$ cat config.mk
export PLATFORM = sky130hd
export DESIGN_NAME = fbsram_top
export DESIGN_NICKNAME = d
export VERILOG_FILES = /design/src/rtl/fbsram_pkg.sv /design/src/rtl/fbsram_ctrl.sv /design/src/rtl/fbsram_burst_seq.sv /design/src/rtl/fbsram_array.sv /design/src/rtl/fbsram_top.sv
export SDC_FILE = /design/constraint.sdc
export NUM_CORES = 1
export LEC_CHECK = 0
export ABC_CLOCK_PERIOD_IN_PS = 4000
export BUFFER_PORTS_ARGS = -buffer_cell sky130_fd_sc_hd__buf_2
export CAP_MARGIN = 20
export CORE_ASPECT_RATIO = 1.1
export CORE_UTILIZATION = 35
export CTS_CLUSTER_SIZE = 8
export DETAILED_ROUTE_END_ITERATION = 16
export MAX_ROUTING_LAYER = met4
export PLACE_DENSITY = 0.59
export SYNTH_ARGS = -nofsm -noshare
export SYNTH_HDL_FRONTEND = slang
export SYNTH_SLANG_ARGS = --single-unit
$ cat constraint.sdc
create_clock -name clk -period 4 [get_ports clk]
set_input_delay 0.2 -clock clk [delete_from_list [all_inputs] [get_ports clk]]
set_output_delay 0.2 -clock clk [all_outputs]
set_load 0.01 [all_outputs]
$ cat src/rtl/fbsram_pkg.sv
package fbsram_pkg;
  timeunit 1ns; timeprecision 100ps;

  typedef enum logic {
    ACC_READ  = 1'b0,
    ACC_WRITE = 1'b1
  } acc_e;
endpackage

$ cat src/rtl/fbsram_ctrl.sv
module fbsram_ctrl
  import fbsram_pkg::*;
(
  input  logic clk,
  input  logic rst_n,
  input  logic clk_en_n,
  input  logic sel0_n,
  input  logic sel1,
  input  logic sel2_n,
  input  logic adv_ld,
  input  logic wr_n,
  output logic active_q,
  output acc_e acc_q,
  output logic load,
  output logic advance,
  output logic commit
);
  timeunit 1ns; timeprecision 100ps;

  logic step;
  logic chips_ok;
  logic desel;

  assign step     = ~clk_en_n;
  assign chips_ok = ~sel0_n & sel1 & ~sel2_n;
  assign load     = step & ~adv_ld & chips_ok;
  assign desel    = step & ~adv_ld & ~chips_ok;
  assign advance  = step & adv_ld & active_q;
  // write data for the access in flight is taken on this enabled edge
  assign commit   = step & active_q & (acc_q == ACC_WRITE);

  always_ff @(posedge clk or negedge rst_n) begin
    if (!rst_n) begin
      active_q <= 1'b0;
      acc_q    <= ACC_READ;
    end else if (load) begin
      active_q <= 1'b1;
      acc_q    <= wr_n ? ACC_READ : ACC_WRITE;
    end else if (desel) begin
      active_q <= 1'b0;
    end
  end

  p_hold_r2: assert property (@(posedge clk) disable iff (!rst_n)
    clk_en_n |=> ($stable(active_q) && $stable(acc_q)));

  p_type_kept_r9: assert property (@(posedge clk) disable iff (!rst_n)
    (!clk_en_n && adv_ld) |=> ($stable(acc_q) && $stable(active_q)));
endmodule

$ cat src/rtl/fbsram_burst_seq.sv
module fbsram_burst_seq #(
  parameter int ADDR_W = 6,
  parameter int BEAT_W = 2
) (
  input  logic              clk,
  input  logic              rst_n,
  input  logic              load,
  input  logic              advance,
  input  logic [ADDR_W-1:0] addr_in,
  input  logic              ilv_in,
  output logic [ADDR_W-1:0] addr_q
);
  timeunit 1ns; timeprecision 100ps;

  localparam int HI_W = ADDR_W - BEAT_W;

  logic [ADDR_W-1:0] base_q;
  logic [BEAT_W-1:0] cnt_q;
  logic              ilv_q;
  logic [BEAT_W-1:0] low;

  always_ff @(posedge clk or negedge rst_n) begin
    if (!rst_n) begin
      base_q <= '0;
      cnt_q  <= '0;
      ilv_q  <= 1'b0;
    end else if (load) begin
      base_q <= addr_in;
      cnt_q  <= '0;
      ilv_q  <= ilv_in;
    end else if (advance) begin
      cnt_q  <= cnt_q + BEAT_W'(1);
    end
  end

  always_comb begin
    if (ilv_q) low = base_q[BEAT_W-1:0] ^ cnt_q;
    else       low = base_q[BEAT_W-1:0] + cnt_q;
  end

  assign addr_q = {base_q[ADDR_W-1:BEAT_W], low};

  p_load_addr_r3: assert property (@(posedge clk) disable iff (!rst_n)
    load |=> (addr_q == $past(addr_in)));

  p_linear_step_r10: assert property (@(posedge clk) disable iff (!rst_n)
    (advance && !ilv_q) |=>
      ((addr_q[BEAT_W-1:0] == BEAT_W'($past(addr_q[BEAT_W-1:0]) + BEAT_W'(1))) &&
       (addr_q[ADDR_W-1:BEAT_W] == $past(addr_q[ADDR_W-1:BEAT_W]))));

  p_upper_fixed_r11: assert property (@(posedge clk) disable iff (!rst_n)
    (advance && ilv_q) |=> (addr_q[ADDR_W-1:ADDR_W-HI_W] == $past(addr_q[ADDR_W-1:ADDR_W-HI_W])));
endmodule

$ cat src/rtl/fbsram_array.sv
module fbsram_array #(
  parameter int ADDR_W = 6,
  parameter int NBYTES = 2,
  parameter int BYTE_W = 8
) (
  input  logic                     clk,
  input  logic                     wr_en,
  input  logic [ADDR_W-1:0]        wr_addr,
  input  logic [NBYTES*BYTE_W-1:0] wr_data,
  input  logic [NBYTES-1:0]        wr_byte_n,
  input  logic [ADDR_W-1:0]        rd_addr,
  output logic [NBYTES*BYTE_W-1:0] rd_data
);
  timeunit 1ns; timeprecision 100ps;

  localparam int DEPTH = 1 << ADDR_W;

  for (genvar g = 0; g < NBYTES; g++) begin : g_lane
    logic [BYTE_W-1:0] lane_q [DEPTH];

    always_ff @(posedge clk) begin
      if (wr_en && !wr_byte_n[g]) lane_q[wr_addr] <= wr_data[g*BYTE_W +: BYTE_W];
    end

    // flow-through: combinational read of the current word
    assign rd_data[g*BYTE_W +: BYTE_W] = lane_q[rd_addr];
  end
endmodule

$ cat src/rtl/fbsram_top.sv
module fbsram_top
  import fbsram_pkg::*;
#(
  parameter int ADDR_W = 6,
  parameter int NBYTES = 2,
  parameter int BYTE_W = 8,
  parameter int BEAT_W = 2
) (
  input  logic                     clk,
  input  logic                     rst_n,
  input  logic                     clk_en_n,
  input  logic                     sel0_n,
  input  logic                     sel1,
  input  logic                     sel2_n,
  input  logic                     adv_ld,
  input  logic                     wr_n,
  input  logic [NBYTES-1:0]        byte_wr_n,
  input  logic                     burst_ilv,
  input  logic                     oe_n,
  input  logic [ADDR_W-1:0]        addr,
  input  logic [NBYTES*BYTE_W-1:0] din,
  output logic [NBYTES*BYTE_W-1:0] dout,
  output logic                     dout_en
);
  timeunit 1ns; timeprecision 100ps;

  localparam int DATA_W = NBYTES * BYTE_W;

  logic              active_q;
  acc_e              acc_q;
  logic              load;
  logic              advance;
  logic              commit;
  logic [ADDR_W-1:0] cur_addr;
  logic [DATA_W-1:0] rd_word;

  fbsram_ctrl u_ctrl (
    .clk      (clk),
    .rst_n    (rst_n),
    .clk_en_n (clk_en_n),
    .sel0_n   (sel0_n),
    .sel1     (sel1),
    .sel2_n   (sel2_n),
    .adv_ld   (adv_ld),
    .wr_n     (wr_n),
    .active_q (active_q),
    .acc_q    (acc_q),
    .load     (load),
    .advance  (advance),
    .commit   (commit)
  );

  fbsram_burst_seq #(.ADDR_W(ADDR_W), .BEAT_W(BEAT_W)) u_seq (
    .clk     (clk),
    .rst_n   (rst_n),
    .load    (load),
    .advance (advance),
    .addr_in (addr),
    .ilv_in  (burst_ilv),
    .addr_q  (cur_addr)
  );

  // the write commits at the pre-edge address; the read sees the post-edge address
  fbsram_array #(.ADDR_W(ADDR_W), .NBYTES(NBYTES), .BYTE_W(BYTE_W)) u_array (
    .clk       (clk),
    .wr_en     (commit),
    .wr_addr   (cur_addr),
    .wr_data   (din),
    .wr_byte_n (byte_wr_n),
    .rd_addr   (cur_addr),
    .rd_data   (rd_word)
  );

  assign dout    = rd_word;
  assign dout_en = active_q & (acc_q == ACC_READ) & ~oe_n;

  logic port_sel_ok;
  assign port_sel_ok = ~sel0_n & sel1 & ~sel2_n;

  p_write_hiz_r5: assert property (@(posedge clk) disable iff (!rst_n)
    (!clk_en_n && !adv_ld && port_sel_ok && !wr_n) |=> !dout_en);

  p_read_drive_r4: assert property (@(posedge clk) disable iff (!rst_n)
    (!clk_en_n && !adv_ld && port_sel_ok && wr_n) |=> (dout_en == !oe_n));

  p_deselect_hiz_r8: assert property (@(posedge clk) disable iff (!rst_n)
    (!clk_en_n && !adv_ld && !port_sel_ok) |=> !dout_en);
endmodule

# Word-level counts from Yosys, hierarchy flattened
# Memories as Yosys holds them, arrays and structs flattened.
# Cells that the tools add are included.
[classes] addsub=2 n_mux=10 n_bitwise=19 reduce_logical=6
[op_table] op="1-bit bitwise AND" n=11
[op_table] op="1-bit 2-to-1 mux" n=7
[op_table] op="1-bit NOT" n=7
[op_table] op="2-bit 2-to-1 mux" n=3
[op_table] op="2-bit nonzero test" n=2
[op_table] op="2-bit by 1-bit adder with 2-bit output, second input constant" n=1
[op_table] op="2-bit adder" n=1
[op_table] op="1-bit logical AND" n=2
[op_table] op="1-bit zero test" n=2
[op_table] op="2-bit XOR" n=1
[totals] regBits=11 mem_bits_rw=1024 in_bits=34 output_inout_bits=17 elab_cells=44 n_memories=2
[memory_table] memory="u_array.g_lane[0].lane_q" depth=64 word_bits=8 read_ports=1 rd_clocked_by_memory_dff=0 wr=1 line="fbsram_array.sv:19" text="logic [BYTE_W-1:0] lane_q [DEPTH];"
[memory_table] memory="u_array.g_lane[1].lane_q" depth=64 word_bits=8 read_ports=1 rd_clocked_by_memory_dff=0 wr=1 line="fbsram_array.sv:19"

# Depth between registers and ports, before layout
[depth] ltp_word=7 mapped_depth=13 mapped_depth_nobuf=7

# Hierarchy
# A second synthesis with hierarchy kept.
[hier_totals] hier_cells=1946 area_unflattened_um2=40700.3
[by_module_without_submodules] module="fbsram_array" n_inst=1 cells_each=1906 area_per_inst_um2=40122.2 seq_area_each_um2=30749.5
[by_module_without_submodules] module="fbsram_burst_seq" n_inst=1 cells_each=30 area_per_inst_um2=442.9 seq_area_each_um2=225.2
[by_module_without_submodules] module="fbsram_ctrl" n_inst=1 cells_each=9 area_per_inst_um2=122.6 seq_area_each_um2=50.0
[by_module_without_submodules] module="fbsram_top" n_inst=1 cells_each=1 area_per_inst_um2=12.5 seq_area_each_um2=0.0

# Worst setup path after synthesis
# No wires, ideal clock.
[synth_path] kind="flip-flop to flip-flop" startpoint="reg u_seq.cnt_q[0]" endpoint="mem u_array.g_lane[0].lane_q[41][0] (enable)" setup_time_ns=0.370 arrival_time_ns=3.054 t_required_ns=3.630 path_slack_ns=0.575 path_stages_with_launch=13 path_buffers=8 period_less_slack_ns=3.425 cell_sequence="dfrtp_1 ha_1 buf_4 buf_2 buf_4 buf_4 buf_4 clkbuf_1 buf_2 nor2b_1 nand2_1 clkbuf_1 nor2_1"
[synth_between] elab_chain_cells=2 word_cells_on_any_way=3 classes_between="1 x add/sub; 1 x mux; 1 x bitwise"
[synth_rtl] item="start, declared" line="fbsram_burst_seq.sv:18" text="logic [BEAT_W-1:0] cnt_q;"
[synth_rtl] item="start signal, assigned" line="fbsram_burst_seq.sv:32" text="cnt_q <= cnt_q + BEAT_W'(1);"
[synth_rtl] item="2-bit adder / 2-bit XOR (equally long branches)" line="fbsram_burst_seq.sv:38, fbsram_burst_seq.sv:37"
[synth_rtl] item="2-bit 2-to-1 mux *" line="fbsram_burst_seq.sv:37" text="if (ilv_q) low = base_q[BEAT_W-1:0] ^ cnt_q;"
[synth_rtl] item="end, declared" line="fbsram_array.sv:19"
# Every way passes the cells marked *; elsewhere a longest branch is shown, timed or not.

# Final worst setup path
[layout_path] startpoint="reg u_seq.cnt_q[1]" endpoint="out dout[5]"
[layout_between] elab_chain_cells=3 word_cells_on_any_way=4 classes_between="1 x add/sub; 1 x mux; 1 x bitwise; 1 x memory"
[layout_rtl] item="2-bit adder / 2-bit XOR (equally long branches)" line="fbsram_burst_seq.sv:38, fbsram_burst_seq.sv:37"
[layout_rtl] item="2-bit 2-to-1 mux *" line="fbsram_burst_seq.sv:37"
[layout_rtl] item="memory read 64 x 8 bit *"
[layout_rtl] item="end, declared" line="fbsram_top.sv:22" text="output logic [NBYTES*BYTE_W-1:0] dout,"
# Marks and branches as above.

==> summary.md <==
| Metric | Value |
|---|---|
| Status | finished, violations left |
| Sequential cell area fraction in the yosys report | 69.11% |
| Port Buf Inserts | 50 |
| Crit-path slowest cell | a2111oi_4 |
| Placed cell count | 4748 |
| Clock latency on the worst-skew pair | 0.75 ns |
| Post-Syn Area | 0.04489 mm^2 |
| Initial antenna violation count | 6 |
| Dpl hpwl | 91040 um |
| Type of the worst min-delay path | in2reg |
| 1st-pass router iterations | 6 |
| PnR worst setup slack | -0.1312 ns |
| Worst slew pin tran | 1.080 ns |
| Max capacitance violation total | 0 |
| Worst-path clk slew | 0.04 ns |
| Drt initial violations | 3624 |
| Layout area overhead | 23.46% |
| Failing checks | setup timing |
| Nets@finish | 3376 |
| WL/cell | 28.28 um |
| Fmax | 0.2421 GHz |
| Global route overflow | 0 |
| Die W | 343.5 um |
| Drt via density | 5.825 |
| Crit path top cell by count | buf_16 |
| Total Power | 40.25 mW |
| Largest cells by area after synthesis | edfxtp_1 68%, mux4_2 6.6%, mux2i_1 4.1% |
| Largest net degree at the start of global routing | 100 |
| CP required | 3.80 ns |
| Post-synth top cells | 1024 x edfxtp_1, 245 x nor2_1, 187 x nand2_1, 185 x mux2i_1, 148 x o21ai_0 |
| Cells after Synth | 2941 |
| Setup TNS | -0.5590 ns |
| Yosys Warn Count | 0 |
| Layout Skew | 0.03080 ns |
| H-tree Lvls | 4 |
| DRC errors left | 0 |
| Slew margin rel. | 27.99% |
| Final setup viols | 12 |
| Total Routing Usage GR | 22.35% |
| Clk buf depth | 3 |
| Post-synth EDFFs | 1024 |
| Count leader, synth | edfxtp_1 |
| Final hold vios | 0 |
| First-pass GRT wire length | 202300 um |
| Synth Register Bits | 1035 |
| Mapped Nets | 2976 |
| WS Path Type | reg2out |
| Layout cells sized above 1 | 27.54% |
| Root buffer cell | clkbuf_16 |
| Critical path's largest stage delay | 0.53 ns |
| Synth top area share | 68.49% |
| Initial Utilization | 35.34% |
| Die Area | 0.1297 mm^2 |
| Final Wtd Congestion | 0.9070 |
| CTS tree | built |
| Vias in the first global route | 28790 |
| Num rows | 137 |
| Part of the cycle the worst path needs | 103.3% |
| CTS Buf Count | 147 |
| Peak supply drop | 0.4321 mV |
| Pwr per Cell Area | 726.2 mW/mm^2 |
| CP max FO | 17 |
| Finished Layout Cells | 5044 |
| CP Launch Type | flop |
| Die Y | 377.6 um |
| P_leak | 18.38 nW |
| Async S/R FF share, synth | 1.063% |
| Core area | 0.1270 mm^2 |
| Fin. max-slew vios | 0 |
| Io pins | 51 |
| DRT antenna net count | 0 |
| CTS Sinks | 1035 |
| Final wirelength | 142600 um |
| Final min period | 4.131 ns |
| Vias post-DR | 29380 |
| Critical Path End Type | output port |
| Syn avg cell area | 15.26 um^2 |
| RSZ-0062 raised after global routing | yes |
| CP Cell Sequence | xor2_4, buf_12, buf_16, buf_16, mux4_1, a211o_1, o21ai_2, a2111oi_4, buf_4, or4b_4, buf_6 |
| Dominant synthesized flop cell | edfxtp_1 |
| Worst EP arrival | 3.93 ns |
| Distinct cells, synth | 65 |
| Post-synth top area cell | edfxtp_1 |
==> per-stage QoR <==
| step | hold slack [ns] | utilization, % | cell area, um^2 | worst slack, ns |
|---|---|---|---|---|
| after floorplan | -0.09559 | - | 44890 | 0.5752 |
| after detailed placement | 0.1346 | 38.60 | 49030 | -0.2190 |
| after global routing | 0.07474 | 43.64 | 55430 | -0.2374 |
| final | 0.02859 | 43.64 | 55430 | -0.1312 |
| after global placement | 0.1326 | 38.58 | 49000 | -0.5363 |
| after CTS | 0.002800 | 43.16 | 54820 | -0.1282 |
==> per-layer routing <==
layer / up-vias / track usage [%] / routed length (um)
met2: 1443 / 35.33 / 68820
met5: - / - / 0
met3: 274 / 3.830 / 11730
li1: 12500 / - / -
met4: 0 / 8.201 / 5097
met1: 15170 / 28.84 / 57000
==> final timing paths <==
path                                       from                         endpoint  slack (ns)  depth (start not counted)
worst min-delay path                     sel2_n                   u_seq.cnt_q[1]        0.03                          6
worst max register to register   u_seq.cnt_q[0]  u_array.g_lane[0].lane_q[50][3]        0.65                          9
min in group asynchronous                 rst_n                     u_ctrl.acc_q        0.58                          3
worst min register to register  u_seq.base_q[0]                  u_seq.base_q[0]        0.56                          1
worst max-delay path             u_seq.cnt_q[1]                          dout[5]       -0.13                         11
max in group asynchronous                 rst_n                  u_seq.base_q[2]        2.87                          3
==> layout by cell type, fill, tap and decap left out, types with 73 or more instances in the layout <==
cell type  count
clkbuf_16    156
edfxtp_1    1024
nor3_1       113
o21ai_0      142
buf_4        299
nand2_1      164
a21oi_1       73
mux2i_1      179
nor2_1       244
mux4_2       132
==> sequential cells by signal (all words and copies together) (netlist names) <==
register / count
u_seq.ilv_q: 1
u_ctrl.acc_q: 1
u_ctrl.active_q: 1
u_seq.cnt_q: 2
u_array.g_lane.lane_q: 1024
u_seq.base_q: 6
==> repair_timing <==
item,4_1_cts,5_1_grt
setup endpoints to repair,16,16
hold buffers,25,2
resized for setup,157,65
endpoints found under the hold margin,144,14
cloned,13,6
pin swaps,40,40
setup buffers,53,19
==> critical path: cells and delay by family, from the launching register on <==
family / cells / cell delay [ns]
mux: 1 / 0.34
simple gates: 1 / 0.49
xor+xnor: 1 / 0.21
buf+inv: 5 / 0.89
compound gates: 3 / 0.75
flops: 1 / 0.48
==> logic make-up after synthesis <==
| family | Yosys count | share of synthesized area [%] |
|---|---|---|
| xor gates and xnor gates | 6 | 0.2174 |
| and+or+nand+nor | 720 | 7.313 |
| buffers and inverters | 224 | 2.257 |
| muxes | 401 | 13.02 |
| DFF | 1035 | 69.11 |
| AOI/OAI and AO/OA | 554 | 8.057 |
| adders and majority gates | 1 | 0.02787 |
==> power by group <==
group	total [mW]	switching [mW]	internal, mW	leakage, nW
clock network	11.1	4.40	6.66	1.94
logic	17.1	9.15	7.95	7.12
registers	12.1	0.105	12.0	9.33
total	40.3	13.7	26.6	18.4
==> area by class of cell <==
class                   instances  area [um^2]
clock inverters                10        141.4
well taps                    1668         2087
fillers                     11110        71590
inverters                       7        26.28
flip-flops and latches       1035        31030
repair buffers                468         4712
multi-input cells            1682        13590
diodes                          3        7.507
clock buffers                 171         3832
(Power assumes the default switching activity.)
